## src/rtl/leg_relief_pkg.sv

```systemverilog
package leg_relief_pkg;

  localparam int unsigned NUM_LEGS   = 3;
  localparam int unsigned NUM_STATES = 1 << NUM_LEGS;
  localparam int unsigned IDX_W      = $clog2(NUM_STATES);

  // state index -> leg bits {a,b,c}
  function automatic logic [NUM_LEGS-1:0] idx2bits(input logic [IDX_W-1:0] idx);
    logic [NUM_LEGS-1:0] b;
    case (idx)
      3'd0:    b = 3'b000;
      3'd1:    b = 3'b100;
      3'd2:    b = 3'b110;
      3'd3:    b = 3'b010;
      3'd4:    b = 3'b011;
      3'd5:    b = 3'b001;
      3'd6:    b = 3'b101;
      default: b = 3'b111;
    endcase
    return b;
  endfunction

endpackage

```

## src/rtl/leg_rank.sv

```systemverilog
module leg_rank #(
  parameter int unsigned REF_W = 12
) (
  input  logic signed [REF_W-1:0] ref_a,
  input  logic signed [REF_W-1:0] ref_b,
  input  logic signed [REF_W-1:0] ref_c,
  input  logic        [1:0]       leg,
  output logic                    is_top,
  output logic                    is_bot
);
  logic a_top, b_top, c_top, a_bot, b_bot, c_bot;

  // lower index counts as larger on equality
  always_comb begin
    a_top = (ref_a >= ref_b) && (ref_a >= ref_c);
    b_top = (ref_b >  ref_a) && (ref_b >= ref_c);
    c_top = (ref_c >  ref_a) && (ref_c >  ref_b);
    a_bot = (ref_a <  ref_b) && (ref_a <  ref_c);
    b_bot = (ref_b <= ref_a) && (ref_b <  ref_c);
    c_bot = (ref_c <= ref_a) && (ref_c <= ref_b);
    case (leg)
      2'd0:    begin is_top = a_top; is_bot = a_bot; end
      2'd1:    begin is_top = b_top; is_bot = b_bot; end
      2'd2:    begin is_top = c_top; is_bot = c_bot; end
      default: begin is_top = 1'b0;  is_bot = 1'b0;  end
    endcase
  end
endmodule

```

## src/rtl/cand_pick.sv

```systemverilog
module cand_pick
  import leg_relief_pkg::*;
(
  input  logic             clamp_hi,
  input  logic             clamp_lo,
  input  logic [1:0]       leg,
  input  logic [IDX_W-1:0] pick,
  output logic [IDX_W-1:0] cand_idx
);
  logic [IDX_W:0]      seen;
  logic [NUM_LEGS-1:0] bits;
  logic                leg_bit;
  logic                qual;

  // k-th qualifying state in ascending index order
  always_comb begin
    seen     = '0;
    cand_idx = '0;
    bits     = '0;
    leg_bit  = 1'b0;
    qual     = 1'b0;
    for (int i = 0; i < NUM_STATES; i++) begin
      bits = idx2bits(IDX_W'(i));
      case (leg)
        2'd0:    leg_bit = bits[2];
        2'd1:    leg_bit = bits[1];
        default: leg_bit = bits[0];
      endcase
      qual = !(clamp_hi || clamp_lo) || (leg_bit == clamp_hi);
      if (qual) begin
        if (seen == {1'b0, pick}) cand_idx = IDX_W'(i);
        seen = seen + 1'b1;
      end
    end
  end
endmodule

```

## src/rtl/state_cost.sv

```systemverilog
module state_cost #(
  parameter int unsigned REF_W  = 12,
  parameter int          V_HI   = 1000,
  parameter int          V_LO   = -1000,
  localparam int unsigned COST_W = REF_W + 3
) (
  input  logic signed [REF_W-1:0]  ref_a,
  input  logic signed [REF_W-1:0]  ref_b,
  input  logic signed [REF_W-1:0]  ref_c,
  input  logic        [2:0]        bits,
  output logic        [COST_W-1:0] cost
);
  localparam logic signed [COST_W-1:0] VH = COST_W'(V_HI);
  localparam logic signed [COST_W-1:0] VL = COST_W'(V_LO);

  function automatic logic [COST_W-1:0] absdiff(input logic signed [REF_W-1:0] r,
                                                 input logic on);
    logic signed [COST_W-1:0] d;
    d = COST_W'(r) - (on ? VH : VL);
    return d[COST_W-1] ? COST_W'(-d) : COST_W'(d);
  endfunction

  always_comb begin
    cost = absdiff(ref_a, bits[2]) + absdiff(ref_b, bits[1]) + absdiff(ref_c, bits[0]);
  end
endmodule

```

## src/rtl/leg_relief_selector.sv

```systemverilog
module leg_relief_selector
  import leg_relief_pkg::*;
#(
  parameter int unsigned REF_W = 12,
  parameter int          V_HI  = 1000,
  parameter int          V_LO  = -1000,
  localparam int unsigned COST_W = REF_W + 3
) (
  input  logic                   clk,
  input  logic                   rst_n,
  input  logic                   start,
  input  logic signed [REF_W-1:0] ref_a,
  input  logic signed [REF_W-1:0] ref_b,
  input  logic signed [REF_W-1:0] ref_c,
  input  logic [1:0]             aged_leg,
  output logic [2:0]             sw_state,
  output logic                   done
);
  localparam logic [IDX_W-1:0] LAST_CLAMP = IDX_W'(NUM_STATES/2 - 1);
  localparam logic [IDX_W-1:0] LAST_FULL  = IDX_W'(NUM_STATES - 1);

  // reset: asynchronous assert, synchronous release
  logic [1:0] rsync_q;
  logic       rst_s_n;
  always_ff @(posedge clk or negedge rst_n) begin
    if (!rst_n) rsync_q <= 2'b00;
    else        rsync_q <= {rsync_q[0], 1'b1};
  end
  assign rst_s_n = rsync_q[1];

  // registers
  logic signed [REF_W-1:0] ra_q, rb_q, rc_q;
  logic [1:0]              leg_q;
  logic                    hi_q, lo_q, busy_q, done_q;
  logic [IDX_W-1:0]        cnt_q, best_q;
  logic [COST_W-1:0]       bcost_q;
  logic [2:0]              st_q;

  // next-state
  logic signed [REF_W-1:0] ra_d, rb_d, rc_d;
  logic [1:0]              leg_d;
  logic                    hi_d, lo_d, busy_d, done_d;
  logic [IDX_W-1:0]        cnt_d, best_d;
  logic [COST_W-1:0]       bcost_d;
  logic [2:0]              st_d;

  logic              rk_top, rk_bot, accept, take, last;
  logic [IDX_W-1:0]  cand, win;
  logic [COST_W-1:0] ccost;

  leg_rank #(.REF_W(REF_W)) u_rank (
    .ref_a(ref_a), .ref_b(ref_b), .ref_c(ref_c), .leg(aged_leg),
    .is_top(rk_top), .is_bot(rk_bot)
  );

  cand_pick u_pick (
    .clamp_hi(hi_q), .clamp_lo(lo_q), .leg(leg_q), .pick(cnt_q), .cand_idx(cand)
  );

  state_cost #(.REF_W(REF_W), .V_HI(V_HI), .V_LO(V_LO)) u_cost (
    .ref_a(ra_q), .ref_b(rb_q), .ref_c(rc_q), .bits(idx2bits(cand)), .cost(ccost)
  );

  always_comb begin
    ra_d = ra_q; rb_d = rb_q; rc_d = rc_q; leg_d = leg_q;
    hi_d = hi_q; lo_d = lo_q; busy_d = busy_q; cnt_d = cnt_q;
    best_d = best_q; bcost_d = bcost_q; st_d = st_q; done_d = 1'b0;
    accept = start && !busy_q;
    take   = (cnt_q == '0) || (ccost < bcost_q);
    last   = (hi_q || lo_q) ? (cnt_q == LAST_CLAMP) : (cnt_q == LAST_FULL);
    win    = take ? cand : best_q;
    if (accept) begin
      ra_d = ref_a; rb_d = ref_b; rc_d = ref_c; leg_d = aged_leg;
      hi_d = rk_top; lo_d = rk_bot; busy_d = 1'b1; cnt_d = '0;
    end else if (busy_q) begin
      if (take) begin
        best_d  = cand;
        bcost_d = ccost;
      end
      cnt_d = cnt_q + 1'b1;
      if (last) begin
        busy_d = 1'b0;
        st_d   = idx2bits(win);
        done_d = 1'b1;
      end
    end
  end

  always_ff @(posedge clk or negedge rst_s_n) begin
    if (!rst_s_n) begin
      ra_q <= '0; rb_q <= '0; rc_q <= '0; leg_q <= '0;
      hi_q <= 1'b0; lo_q <= 1'b0; busy_q <= 1'b0; done_q <= 1'b0;
      cnt_q <= '0; best_q <= '0; bcost_q <= '0; st_q <= '0;
    end else begin
      ra_q <= ra_d; rb_q <= rb_d; rc_q <= rc_d; leg_q <= leg_d;
      hi_q <= hi_d; lo_q <= lo_d; busy_q <= busy_d; done_q <= done_d;
      cnt_q <= cnt_d; best_q <= best_d; bcost_q <= bcost_d; st_q <= st_d;
    end
  end

  assign sw_state = st_q;
  assign done     = done_q;

  // assertions
  logic aged_bit;
  always_comb begin
    case (leg_q)
      2'd0:    aged_bit = sw_state[2];
      2'd1:    aged_bit = sw_state[1];
      default: aged_bit = sw_state[0];
    endcase
  end

  p_clamp_hi_r3: assert property (@(posedge clk) disable iff (!rst_s_n)
    (done && hi_q) |-> aged_bit);
  p_clamp_lo_r4: assert property (@(posedge clk) disable iff (!rst_s_n)
    (done && lo_q) |-> !aged_bit);
  p_single_rank_r7: assert property (@(posedge clk) disable iff (!rst_s_n)
    !(hi_q && lo_q));
  p_done_pulse_r9: assert property (@(posedge clk) disable iff (!rst_s_n)
    done |=> !done);
  p_done_after_busy_r9: assert property (@(posedge clk) disable iff (!rst_s_n)
    $rose(done) |-> $past(busy_q));
  p_hold_r11: assert property (@(posedge clk) disable iff (!rst_s_n)
    !done |-> $stable(sw_state));
  p_ignore_busy_r10: assert property (@(posedge clk) disable iff (!rst_s_n)
    (busy_q && start && !last) |=> (busy_q && $stable(leg_q)));
endmodule

```

## config.mk

```make
export PLATFORM = sky130hd
export DESIGN_NAME = leg_relief_selector
export DESIGN_NICKNAME = d
export VERILOG_FILES = /design/src/rtl/leg_relief_pkg.sv /design/src/rtl/leg_rank.sv /design/src/rtl/cand_pick.sv /design/src/rtl/state_cost.sv /design/src/rtl/leg_relief_selector.sv
export SDC_FILE = /design/constraint.sdc
export NUM_CORES = 1
export LEC_CHECK = 0
export CORE_MARGIN = 2
export CORE_UTILIZATION = 40
export CTS_CLUSTER_SIZE = 10
export DETAILED_ROUTE_END_ITERATION = 6
export PLACE_DENSITY = 0.68
export SYNTH_ARGS = -nofsm -noshare
export SYNTH_HDL_FRONTEND = slang
export SYNTH_SLANG_ARGS = --single-unit
```

## constraint.sdc

```tcl
create_clock -name clk -period 5.3 [get_ports clk]
set_input_delay 0.53 -clock clk [delete_from_list [all_inputs] [get_ports clk]]
set_output_delay 0.53 -clock clk [all_outputs]
set_load 0.02 [all_outputs]
```

==> impl_metrics.prom, run 1 <==
# TYPE chip_impl_metric gauge
chip_impl_info{name="status",value="finished, violations left"} 1
chip_impl_info{name="violations",value="setup timing"} 1
chip_impl_metric{name="worst_clock_skew",unit="ns"} 0.01189
chip_impl_metric{name="grt_remaining_overflow",unit=""} 0
chip_impl_info{name="setup.worst_path.start_class",value="register"} 1
chip_impl_info{name="clock_root_buffer_master",value="sky130_fd_sc_hd__clkbuf_16"} 1
chip_impl_info{name="worst-setup-path-type",value="register to register"} 1
chip_impl_metric{name="cp.required",unit="ns"} 5.53
chip_impl_metric{name="dp_cells",unit=""} 1335
chip_impl_info{name="final_common_cell",value="sky130_fd_sc_hd__buf_4"} 1
chip_impl_metric{name="vias",unit=""} 7330
chip_impl_metric{name="insertedDiodeCount",unit=""} 0
chip_impl_metric{name="fraction_of_synthesized_cell_area_taken_by_the_top_area_cell_type",unit=""} 0.2227
chip_impl_metric{name="pin_count",unit=""} 45
chip_impl_metric{name="post-place-ws",unit="ns"} -3.687
chip_impl_metric{name="postSynth.asyncResetShare",unit=""} 1.000
chip_impl_metric{name="grt_use_total",unit=""} 0.2158
chip_impl_metric{name="gp_congestion",unit=""} 0.9162
chip_impl_metric{name="global_route_wire_length_before_repair",unit="µm"} 34970
chip_impl_metric{name="max_slew_margin",unit=""} 0.4153
chip_impl_metric{name="syn_avg_cell_area",unit="µm²"} 8.741
chip_impl_metric{name="synthesis.nets",unit=""} 1031
chip_impl_metric{name="nNetsFinal",unit=""} 1297
chip_impl_metric{name="place.port_buffers",unit=""} 44
chip_impl_metric{name="fp.coreArea",unit="µm²"} 18710
chip_impl_metric{name="final_cell_area",unit="µm²"} 11000
chip_impl_metric{name="die_height",unit="µm"} 142.2
chip_impl_metric{name="synth-seq-cells",unit=""} 68
chip_impl_info{name="tritoncts",value="done"} 1
chip_impl_metric{name="final_period_minus_worst_setup_slack",unit="ns"} 8.862
chip_impl_metric{name="drt_first_iter_violations",unit=""} 325
chip_impl_metric{name="cts_made_buffers",unit=""} 9
chip_impl_metric{name="worst_pin_slew",unit="ns"} 0.8770
chip_impl_info{name="crit_path_top_delay_cell",value="sky130_fd_sc_hd__or4_4"} 1
chip_impl_metric{name="finish.cell_count_without_fillers",unit=""} 1379
chip_impl_metric{name="synthCells",unit=""} 874
chip_impl_metric{name="grt_max_degree",unit=""} 67
chip_impl_metric{name="max_cap_viol_count",unit=""} 0
chip_impl_metric{name="postPlaceCellArea",unit="µm²"} 10030
chip_impl_metric{name="final_worst_path_period_share",unit=""} 1.672
chip_impl_metric{name="ys_seq_area_frac",unit=""} 0.2227
chip_impl_metric{name="row_count",unit=""} 50
chip_impl_metric{name="clock_sinks",unit=""} 68
chip_impl_metric{name="final_antenna_net_count",unit=""} 0
chip_impl_info{name="rsz0062_at_grt",value="yes"} 1
chip_impl_metric{name="setup_slack",unit="ns"} -3.562
chip_impl_metric{name="ctsHtreeMaxLevel",unit=""} 3
chip_impl_metric{name="number_of_antenna_violations_at_the_first_check_in_global_routing",unit=""} 0
chip_impl_metric{name="ys_types",unit=""} 82
chip_impl_metric{name="critical_path.max_stage_delay",unit="ns"} 0.58
chip_impl_info{name="ys_dominant_reg_cell",value="sky130_fd_sc_hd__dfrtp_1"} 1
chip_impl_metric{name="syn-cell-area",unit="µm²"} 7640
chip_impl_metric{name="postRouteWirelength",unit="µm"} 21630
chip_impl_metric{name="yosys_warnings",unit=""} 0
chip_impl_metric{name="clock_latency_of_the_later_clocked_register_in_the_worst_skew_pair",unit="ns"} 0.35
chip_impl_metric{name="drive_gt1_frac",unit=""} 0.3677
chip_impl_info{name="hp-class",value="input pin to async pin"} 1
chip_impl_metric{name="drc_violation_count_after_routing",unit=""} 0
chip_impl_metric{name="fp.dieW",unit="µm"} 142.2
chip_impl_info{name="synthDominantAreaCellType",value="sky130_fd_sc_hd__dfrtp_1"} 1
chip_impl_metric{name="die_area",unit="µm²"} 20220
chip_impl_metric{name="clk_pin_slew",unit="ns"} 0.06
chip_impl_metric{name="grt_pass1_vias",unit=""} 7265
chip_impl_metric{name="effective_utilization_at_floorplan",unit=""} 0.4084
chip_impl_metric{name="ctsLongestPathBuffers",unit=""} 2
chip_impl_info{name="critical_path_end_type",value="register"} 1
chip_impl_metric{name="synth_edf_count",unit=""} 0
chip_impl_metric{name="hpwlAfterDp",unit="µm"} 16980
chip_impl_metric{name="routed_wire_length_per_instance",unit="µm"} 15.68
chip_impl_metric{name="syn2layout_area_growth",unit="%"} 43.99
chip_impl_metric{name="achievable-frequency",unit="MHz"} 112.8
chip_impl_metric{name="viasPerCell",unit=""} 5.315
chip_impl_info{name="final_cell_mix",value="sky130_fd_sc_hd__buf_4 (226), sky130_fd_sc_hd__inv_1 (91), sky130_fd_sc_hd__ha_1 (83)"} 1
chip_impl_metric{name="finalMaxSlewViolations",unit=""} 0
chip_impl_info{name="synth_top_cells_by_area",value="sky130_fd_sc_hd__dfrtp_1 (22%), sky130_fd_sc_hd__ha_1 (16%), sky130_fd_sc_hd__inv_1 (4.8%), sky130_fd_sc_hd__fa_1 (4.7%), sky130_fd_sc_hd__mux2_2 (4.7%)"} 1
chip_impl_metric{name="critical_path_peak_fanout",unit=""} 5
chip_impl_info{name="cp_common_cell",value="sky130_fd_sc_hd__buf_4"} 1
chip_impl_metric{name="cp_data_arrival_time",unit="ns"} 9.09
chip_impl_metric{name="setup_viol",unit=""} 21
chip_impl_metric{name="finalHoldViolCount",unit=""} 0
chip_impl_metric{name="drtPass1Iterations",unit=""} 5
## cell usage after synthesis (all sizes together), types with 4 or more instances
library cell / instances
a211oi: 9
o21ai: 51
nand2b: 6
dfrtp: 68
o22ai: 9
nor3b: 6
inv: 98
nor2b: 18
a21o: 14
o22a: 4
nand3: 12
nand4: 9
ha: 98
mux2i: 7
o311a: 4
a2bb2oi: 4
and2: 6
nand2: 63
o211ai: 8
o31ai: 11
mux2: 32
xnor2: 39
xor2: 27
or3b: 6
a21oi: 42
or3: 7
nor3: 28
o31a: 7
or2: 11
a31oi: 10
nor2: 52
clkbuf: 12
fa: 18
a211o: 8
o21a: 12
buf: 11
## final cells by class
cell class | instances | area [µm²]
tap | 234 | 292.8
timing repair buffer | 277 | 2255
inverter | 98 | 367.9
clock buffer | 10 | 239.0
multi-input combinational | 686 | 6096
sequential | 68 | 1703
clock inverter | 6 | 47.55
fill | 1590 | 7705
## per-stage QoR
stage	hold WS [ns]	TNS, ns	utilization
4_1_cts	0.3300	-73.63	0.5717
3_3_place_gp	0.3382	-74.14	0.5361
5_1_grt	0.3297	-83.08	0.5881
2_1_floorplan	0.2344	-70.87	-
3_5_place_dp	0.3435	-76.47	0.5361
6_report	0.3361	-73.56	0.5881
## per-layer routing
metal | vias up | wire length [µm] | track usage
met4 | 0 | 462 | 0.06474
li1 | 3663 | - | -
met5 | - | 0 | 0
met1 | 3487 | 10030 | 0.2844
met2 | 145 | 10430 | 0.3705
met3 | 35 | 707 | 0.02658
## worst max-delay path: cells and delay by family (launching register included)
family / cells / cell delay (ns)
compound gates: 16 / 2.51
simple gates: 9 / 2.51
fa+ha+maj: 6 / 1.82
buf+inv: 10 / 1.03
flops: 1 / 0.37
mux: 1 / 0.31
xor+xnor: 1 / 0.19
## cell families (layout without fill, tap and decap cells)
logic type,after synthesis,count (layout),synth area share
other,1,1,0.0004908
XOR/XNOR,66,66,0.07566
adder cells (fa/ha/maj),116,116,0.2077
multiplexers,39,39,0.05634
flip-flops,68,68,0.2227
AND/OR/NAND/NOR,244,245,0.1644
AO/OA/AOI/OAI,219,219,0.2006
buffers and inverters,121,391,0.07206
## state kept, by name (all words and copies together), names as in the netlist, 2 cells and up
register	cells
bcost_q	15
best_q	3
cnt_q	3
leg_q	2
ra_q	12
rb_q	12
rc_q	12
rsync_q	2
sw_state	3
## final timing paths
path                             from           to  slack, ns  depth (start not counted)
min in group clk           rsync_q[0]   rsync_q[1]       0.36                          0
min                             rst_n   rsync_q[0]       0.34                          1
max in group asynchronous  rsync_q[1]   bcost_q[5]       4.25                          1
min reg2reg                rsync_q[0]   rsync_q[1]       0.36                          0
max                          leg_q[0]  bcost_q[13]      -3.56                         43
max reg2reg                  leg_q[0]  bcost_q[13]      -3.56                         43
## repair_timing
| item | 4_1_cts | 5_1_grt |
|---|---|---|
| gates cloned | 1 | 2 |
| resized for setup | 48 | 51 |
| hold buffers | 0 | 0 |
| pin swaps | 53 | 34 |
| endpoints found under the setup margin | 21 | 21 |
| buffers inserted | 17 | 8 |
Power of run 1 is left out: the tool's default activity adds up to more than one toggle a clock period on the data nets, which glitch-free logic cannot reach.
==> run 2, diff against run 1 <==
--- a/config.mk
+++ b/config.mk
@@ -10,6 +10,7 @@
 export CTS_CLUSTER_SIZE = 10
 export DETAILED_ROUTE_END_ITERATION = 6
 export PLACE_DENSITY = 0.68
+export SLEW_MARGIN = 25
 export SYNTH_ARGS = -nofsm -noshare
 export SYNTH_HDL_FRONTEND = slang
 export SYNTH_SLANG_ARGS = --single-unit
==> results of run 2 <==
The final DEF is identical to that of run 1; final timing and power are the same.
Power of run 2 is left out for the same reason.
